--- src/rtl/llsc_pkg.sv ---
package llsc_pkg;

    localparam logic [5:0] OPC_LL = 6'h30;
    localparam logic [5:0] OPC_SC = 6'h38;

    typedef enum logic [1:0] {
        OP_NONE = 2'd0,
        OP_LL   = 2'd1,
        OP_SC   = 2'd2
    } llsc_op_e;

    typedef struct packed {
        logic [5:0]  opc;
        logic [4:0]  base;
        logic [4:0]  rt;
        logic [15:0] imm;
    } llsc_instr_t;

    function automatic llsc_op_e classify(input logic valid, input logic [5:0] opc);
        if (!valid)          return OP_NONE;
        else if (opc == OPC_LL) return OP_LL;
        else if (opc == OPC_SC) return OP_SC;
        else                 return OP_NONE;
    endfunction

endpackage

--- src/rtl/llsc_decode.sv ---
module llsc_decode
    import llsc_pkg::*;
#(
    parameter int XLEN = 32
) (
    input  logic            issue_valid,
    input  logic [31:0]     issue_instr,
    input  logic [XLEN-1:0] base_val,
    output llsc_op_e        op,
    output logic [4:0]      base_idx,
    output logic [4:0]      rt_idx,
    output logic [XLEN-1:0] eff_addr
);
    localparam int IMM_W = 16;

    llsc_instr_t fields;
    logic [XLEN-1:0] imm_ext;

    always_comb begin
        fields   = llsc_instr_t'(issue_instr);
        op       = classify(issue_valid, fields.opc);
        base_idx = fields.base;
        rt_idx   = fields.rt;
        imm_ext  = {{(XLEN-IMM_W){fields.imm[IMM_W-1]}}, fields.imm};
        eff_addr = base_val + imm_ext;
    end
endmodule

--- src/rtl/llsc_resv.sv ---
module llsc_resv #(
    parameter int XLEN       = 32,
    parameter int LINE_BYTES = 32
) (
    input  logic            clk,
    input  logic            rst,
    input  logic            arm_req,
    input  logic [XLEN-3:0] arm_word,
    input  logic            drop_req,
    input  logic            rfe_exec,
    input  logic            snoop_wr_valid,
    input  logic [XLEN-1:0] snoop_wr_addr,
    input  logic            evict_valid,
    input  logic [XLEN-1:0] evict_addr,
    output logic            link_valid,
    output logic [XLEN-3:0] link_word,
    output logic            kill_now
);
    localparam int LINE_SHIFT = $clog2(LINE_BYTES);
    localparam int WORD_W     = XLEN - 2;
    localparam int LINE_LSB   = LINE_SHIFT - 2;

    logic snoop_hit, evict_hit;
    logic unused_low_bits;

    assign unused_low_bits = ^{snoop_wr_addr[1:0], evict_addr[LINE_SHIFT-1:0]};

    always_comb begin
        snoop_hit = snoop_wr_valid && link_valid &&
                    (snoop_wr_addr[XLEN-1:2] == link_word);
        evict_hit = evict_valid && link_valid &&
                    (evict_addr[XLEN-1:LINE_SHIFT] == link_word[WORD_W-1:LINE_LSB]);
        kill_now  = rfe_exec || snoop_hit || evict_hit;
    end

    always_ff @(posedge clk) begin
        if (rst) begin
            link_valid <= 1'b0;
            link_word  <= '0;
        end else if (kill_now || drop_req) begin
            link_valid <= 1'b0;
        end else if (arm_req) begin
            link_valid <= 1'b1;
            link_word  <= arm_word;
        end
    end
endmodule

--- src/rtl/llsc_respond.sv ---
module llsc_respond
    import llsc_pkg::*;
#(
    parameter int XLEN = 32
) (
    input  logic            clk,
    input  logic            rst,
    input  llsc_op_e        op,
    input  logic [XLEN-1:0] eff_addr,
    input  logic [4:0]      rt_idx,
    input  logic [XLEN-1:0] rt_val,
    input  logic            addr_cacheable,
    input  logic            link_valid,
    input  logic [XLEN-3:0] link_word,
    input  logic            kill_now,
    output logic            mem_rd_en,
    output logic            mem_wr_en,
    output logic [XLEN-1:0] mem_addr,
    output logic [XLEN-1:0] mem_wdata,
    output logic [4:0]      dst_reg,
    output logic            sc_done,
    output logic            sc_flag
);
    logic is_ll, is_sc, any_op, link_ok, sc_pass;

    always_comb begin
        is_ll   = (op == OP_LL);
        is_sc   = (op == OP_SC);
        any_op  = is_ll || is_sc;
        link_ok = link_valid && !kill_now && addr_cacheable &&
                  (eff_addr[XLEN-1:2] == link_word);
        sc_pass = is_sc && link_ok;
    end

    always_ff @(posedge clk) begin
        if (rst) begin
            mem_rd_en <= 1'b0;
            mem_wr_en <= 1'b0;
            mem_addr  <= '0;
            mem_wdata <= '0;
            dst_reg   <= '0;
            sc_done   <= 1'b0;
            sc_flag   <= 1'b0;
        end else begin
            mem_rd_en <= is_ll;
            mem_wr_en <= sc_pass;
            mem_addr  <= any_op ? eff_addr : '0;
            mem_wdata <= sc_pass ? rt_val : '0;
            dst_reg   <= any_op ? rt_idx : 5'd0;
            sc_done   <= is_sc;
            sc_flag   <= sc_pass;
        end
    end
endmodule

--- src/rtl/llsc_monitor.sv ---
module llsc_monitor
    import llsc_pkg::*;
#(
    parameter int XLEN       = 32,
    parameter int LINE_BYTES = 32
) (
    input  logic            clk,
    input  logic            rst,
    input  logic            issue_valid,
    input  logic [31:0]     issue_instr,
    input  logic [XLEN-1:0] base_val,
    input  logic [XLEN-1:0] rt_val,
    input  logic            addr_cacheable,
    input  logic            rfe_exec,
    input  logic            snoop_wr_valid,
    input  logic [XLEN-1:0] snoop_wr_addr,
    input  logic            evict_valid,
    input  logic [XLEN-1:0] evict_addr,
    output logic [4:0]      base_sel,
    output logic            mem_rd_en,
    output logic            mem_wr_en,
    output logic [XLEN-1:0] mem_addr,
    output logic [XLEN-1:0] mem_wdata,
    output logic [4:0]      dst_reg,
    output logic            sc_done,
    output logic            sc_flag
);
    llsc_op_e        op;
    logic [4:0]      rt_idx;
    logic [XLEN-1:0] eff_addr;
    logic            link_valid;
    logic [XLEN-3:0] link_word;
    logic            kill_now;
    logic            arm_req, drop_req;

    assign arm_req  = (op == OP_LL) && addr_cacheable;
    assign drop_req = (op == OP_SC);

    llsc_decode #(.XLEN(XLEN)) u_decode (
        .issue_valid (issue_valid),
        .issue_instr (issue_instr),
        .base_val    (base_val),
        .op          (op),
        .base_idx    (base_sel),
        .rt_idx      (rt_idx),
        .eff_addr    (eff_addr)
    );

    llsc_resv #(.XLEN(XLEN), .LINE_BYTES(LINE_BYTES)) u_resv (
        .clk            (clk),
        .rst            (rst),
        .arm_req        (arm_req),
        .arm_word       (eff_addr[XLEN-1:2]),
        .drop_req       (drop_req),
        .rfe_exec       (rfe_exec),
        .snoop_wr_valid (snoop_wr_valid),
        .snoop_wr_addr  (snoop_wr_addr),
        .evict_valid    (evict_valid),
        .evict_addr     (evict_addr),
        .link_valid     (link_valid),
        .link_word      (link_word),
        .kill_now       (kill_now)
    );

    llsc_respond #(.XLEN(XLEN)) u_respond (
        .clk            (clk),
        .rst            (rst),
        .op             (op),
        .eff_addr       (eff_addr),
        .rt_idx         (rt_idx),
        .rt_val         (rt_val),
        .addr_cacheable (addr_cacheable),
        .link_valid     (link_valid),
        .link_word      (link_word),
        .kill_now       (kill_now),
        .mem_rd_en      (mem_rd_en),
        .mem_wr_en      (mem_wr_en),
        .mem_addr       (mem_addr),
        .mem_wdata      (mem_wdata),
        .dst_reg        (dst_reg),
        .sc_done        (sc_done),
        .sc_flag        (sc_flag)
    );
endmodule

--- config.mk ---
export PLATFORM = sky130hd
export DESIGN_NAME = llsc_monitor
export DESIGN_NICKNAME = d
export VERILOG_FILES = /design/src/rtl/llsc_pkg.sv /design/src/rtl/llsc_decode.sv /design/src/rtl/llsc_resv.sv /design/src/rtl/llsc_respond.sv /design/src/rtl/llsc_monitor.sv
export SDC_FILE = /design/constraint.sdc
export NUM_CORES = 1
export LEC_CHECK = 0
export ABC_AREA = 1
export BUFFER_PORTS_ARGS = -buffer_cell sky130_fd_sc_hd__buf_2
export CAP_MARGIN = 10
export CELL_PAD_IN_SITES_DETAIL_PLACEMENT = 1
export CELL_PAD_IN_SITES_GLOBAL_PLACEMENT = 2
export CORE_MARGIN = 8
export CORE_UTILIZATION = 25
export CTS_BUF_LIST = sky130_fd_sc_hd__clkbuf_4 sky130_fd_sc_hd__clkbuf_8 sky130_fd_sc_hd__clkbuf_16
export CTS_CLUSTER_SIZE = 10
export DETAILED_ROUTE_END_ITERATION = 8
export GPL_TIMING_DRIVEN = 0
export PLACE_DENSITY = 0.8
export SYNTH_ARGS = -nofsm -noshare
export SYNTH_HDL_FRONTEND = slang
export SYNTH_SLANG_ARGS = --single-unit
--- constraint.sdc ---
create_clock -name clk -period 3.1 [get_ports clk]
set_input_delay 0.62 -clock clk [delete_from_list [all_inputs] [get_ports clk]]
set_output_delay 0.62 -clock clk [all_outputs]
set_load 0.005 [all_outputs]
==> impl_metrics.py <==
metrics = {
    "outcome": {
        "status": "completed",
    },
    "yosys": {
        "yosysWarnings": 0,
        "synth_fa_ha_area_frac": 0.05748,
        "ys_seq_area_frac": 0.2906,
        "syn_inst": 1196,
        "synth-xor-area-share": 0.02627,
        "synthMuxAreaShare": 0,
        "ys_types": 34,
        "synth_top_family_by_area": "simple AND/OR/NAND/NOR gates",
        "synthSimpleGateAreaFrac": 0.3921,
        "syn_avg_cell_area_um2": 5.934,
        "synth-seq-cells": 103,
        "synth_compound_area_frac": 0.08850,
        "syn-cell-area_um2": 7097,
        "syn_nets": 1395,
    },
    "floorplan": {
        "die_h_um": 184.5,
        "core_area_um2": 27860,
        "io_pins": 245,
        "num_rows": 61,
        "die_area_um2": 34030,
        "start_util": 0.2547,
        "die_w_um": 184.5,
    },
    "worst_setup_path": {
        "critPathMaxFanout": 6,
        "endpoint_kind": "flop",
        "cp.arrival_ps": 3190,
        "timing.rr.start": "u_resv.link_word[27]$_SDFFE_PP0P_",
        "rrSetupSlack_ps": 300,
        "path_class": "in2reg",
        "rr_worst_depth": 14,
        "crit_path_start": "issue_instr[0]",
        "cp.required_ps": 3390,
        "critPathLaunchType": "primary input",
    },
    "final_layout": {
        "area_growth_syn_to_layout_pct": 34.10,
        "top_regs": "u_respond.mem_addr (32), u_respond.mem_wdata (32), u_resv.link_word (30)",
        "drive_gt1_frac": 0.2729,
        "finish.utilization": 0.3416,
        "nets": 1645,
    },
    "pwr": {
        "powerDensity_nw_per_um2": 370.3,
        "p_leak_nw": 5.325,
        "peakVddDrop_mv": 0.2787,
    },
    "timing": {
        "period_share": 0.9334,
        "fin_crit_ps": 2893,
        "fmax_mhz": 345.6,
        "finalSetupViolCount": 0,
        "slew_headroom": 0.2527,
        "fin_skew_ps": 13.91,
        "hold_viol": 0,
        "setup_ws_ps": 206.6,
        "tightestPinTransition_ps": 1117,
        "slew_viol_final": 0,
        "worst_hold_slack_ps": 474.7,
    },
    "clocking": {
        "htreeDepth": 3,
        "cts_buffers": 9,
        "ctsHoldBuffers": 0,
        "cts-root-buf": "clkbuf_16",
        "insertion_delay_ps": 360,
        "tritoncts": "done",
        "cts.reportedPaths.clkPinSlew_ps": 70,
        "cts_buffer_depth": 2,
        "cts.sinks": 103,
    },
    "route": {
        "via_per_inst": 4.346,
        "wirelength_mm": 29.00,
        "antenna_left": 0,
        "routedWlPerCell_um": 15.82,
        "vias": 7967,
        "route.detailed.drc": 0,
        "firstDrtPassIters": 4,
        "drt_iter0_drc": 264,
    },
    "placement": {
        "dp_hpwl_mm": 24.88,
        "place_ws_ps": -486.1,
        "gp_congestion": 0.8167,
        "portBuffers": 232,
    },
    "worst_hold_path": {
        "min_from": "issue_instr[20]",
        "whs_path_depth": 3,
        "min_path_type": "in2reg",
    },
    "global_route": {
        "grt_pass1_vias": 8275,
        "grt_max_degree": 19,
        "gr-total-overflow": 0,
        "grt_use_total": 0.1660,
        "grt_pass1_wl_mm": 44.02,
        "antenna_found_initial": 4,
    },
    "run": {
        "drv_cap": 0,
    },
}
==> cell usage in the layout, fill, tap and decap left out, types with 3 or more instances in the layout <==
cell,count
buf_4,12
nor2_2,47
nand3_2,11
nor3_1,4
nand2_1,375
nand4_1,9
xnor2_1,6
nand3_1,66
a21oi_4,3
a21oi_2,8
nor3_2,4
inv_2,4
a21oi_1,51
ha_1,13
ha_2,12
diode_2,4
inv_1,237
o21ai_0,47
ha_4,6
o21bai_1,3
clkbuf_16,9
buf_2,232
nand3b_1,6
nand2_4,4
dfxtp_1,103
xor2_1,10
nor2_1,103
nand2_2,25
clkbuf_1,11
==> repair_timing <==
action / in CTS / in global routing
cloned: 1 / 0
endpoints found under the setup margin: 30 / 33
resized for setup: 14 / 85
setup buffers: 2 / 4
pin swaps: 5 / 14
==> cells by family (layout without fill, tap and decap cells) <==
kind of cell,after synthesis,after routing
and+or+nand+nor,661,661
adders and majority gates,32,32
other,0,4
xor gates and xnor gates,18,18
DFF,103,103
buffers and inverters,262,517
AOI/OAI and AO/OA,120,120
==> stage by stage <==
| step | total power, mW | TNS (ps) | instances | area [µm²] |
|---|---|---|---|---|
| 2_1_floorplan | 1.926 | 0 | 1196 | 7097 |
| 3_3_place_gp | 2.236 | -15300 | 1806 | 8731 |
| 3_5_place_dp | 2.254 | -15080 | 1806 | 8731 |
| 4_1_cts | 3.497 | 0 | 1825 | 9139 |
| 5_1_grt | 3.747 | -24.29 | 1832 | 9514 |
| 6_report | 3.524 | 0 | 1833 | 9517 |
==> power by group <==
group | leakage [nW] | total, mW | switching, mW | internal [mW]
combinational | 4.34 | 0.981 | 0.622 | 0.358
sequential | 0.829 | 1.33 | 0.00178 | 1.32
clock | 0.156 | 1.22 | 0.553 | 0.664
total | 5.32 | 3.52 | 1.18 | 2.35
==> synth_stat cells <==
| cell type | n | share of area |
|---|---|---|
| nor3_2 | 3 | 0.0042 |
| o21bai_1 | 3 | 0.0032 |
| o311ai_0 | 1 | 0.0012 |
| ha_1 | 31 | 0.055 |
| nor3_1 | 7 | 0.0049 |
| nand2_1 | 393 | 0.21 |
| a21o_1 | 1 | 0.0011 |
| fa_1 | 1 | 0.0028 |
| nand3_1 | 75 | 0.053 |
| clkbuf_1 | 11 | 0.0058 |
| inv_2 | 3 | 0.0016 |
| nor2_2 | 32 | 0.028 |
| a211oi_1 | 1 | 0.0011 |
| o21ai_0 | 47 | 0.033 |
| nand3b_1 | 6 | 0.0063 |
| nor2_1 | 120 | 0.063 |
| nand2_2 | 11 | 0.0097 |
| a21oi_2 | 2 | 0.0025 |
| dfxtp_1 | 103 | 0.29 |
| xnor2_1 | 6 | 0.0074 |
| buf_6 | 3 | 0.0048 |
| inv_1 | 238 | 0.13 |
| xor3_1 | 1 | 0.0033 |
| buf_2 | 1 | 0.00070 |
| and2_1 | 1 | 0.00088 |
| xor2_1 | 10 | 0.012 |
| xnor3_1 | 1 | 0.0032 |
| nand4_1 | 9 | 0.0079 |
| o21ai_1 | 2 | 0.0014 |
| o22ai_1 | 1 | 0.00088 |
| nand3_2 | 4 | 0.0056 |
| a21oi_1 | 60 | 0.042 |
| a31oi_1 | 2 | 0.0018 |
| buf_4 | 6 | 0.0063 |
==> layout make-up <==
| cell class | count | area [µm²] |
|---|---|---|
| Timing Repair Buffer | 239 | 1249 |
| Inverter | 241 | 904.6 |
| Sequential cell | 103 | 2062 |
| Tap cell | 378 | 473.0 |
| Fill cell | 3712 | 18340 |
| Buffer | 21 | 128.9 |
| Clock buffer | 10 | 239.0 |
| Clock inverter | 6 | 76.32 |
| Antenna cell | 4 | 10.01 |
| Multi-Input combinational cell | 831 | 4374 |
==> routing by layer <==
| metal | track usage | routed length (µm) | vias to the layer above |
|---|---|---|---|
| met2 | 0.2950 | 14320 | 160 |
| met3 | 0.03859 | 1635 | 15 |
| li1 | - | - | 4127 |
| met5 | 0 | 13 | - |
| met4 | 0.02485 | 226 | 2 |
| met1 | 0.2042 | 12810 | 3663 |
==> critical path, cell delays in order <==
cell and delay [ps]:
buf_2 80, ha_1 160, inv_1 50, fa_2 340, inv_2 90, nand2_4 70, nand2_4 80, nand3_1 100
nand2_2 130, nand2_1 90, nand2_2 100, nand2_1 100, nand2_1 100, nand2_1 50, nand2_1 60, nand2_1 60
nor2_2 130, nand3_2 100, nor2_2 140, nand3_4 150, bufbuf_16 310, nor2_2 70
==> path summary, 6_finish.rpt <==
path / end
setup / recovery: u_respond.mem_wdata[5]$_SDFF_PP0_
hold / removal: u_respond.dst_reg[4]$_SDFF_PP0_
hold reg to reg: u_resv.link_word[12]$_SDFFE_PP0P_
setup reg to reg: u_resv.link_word[29]$_SDFFE_PP0P_
Note: power is estimated with default switching activity, not from simulation.
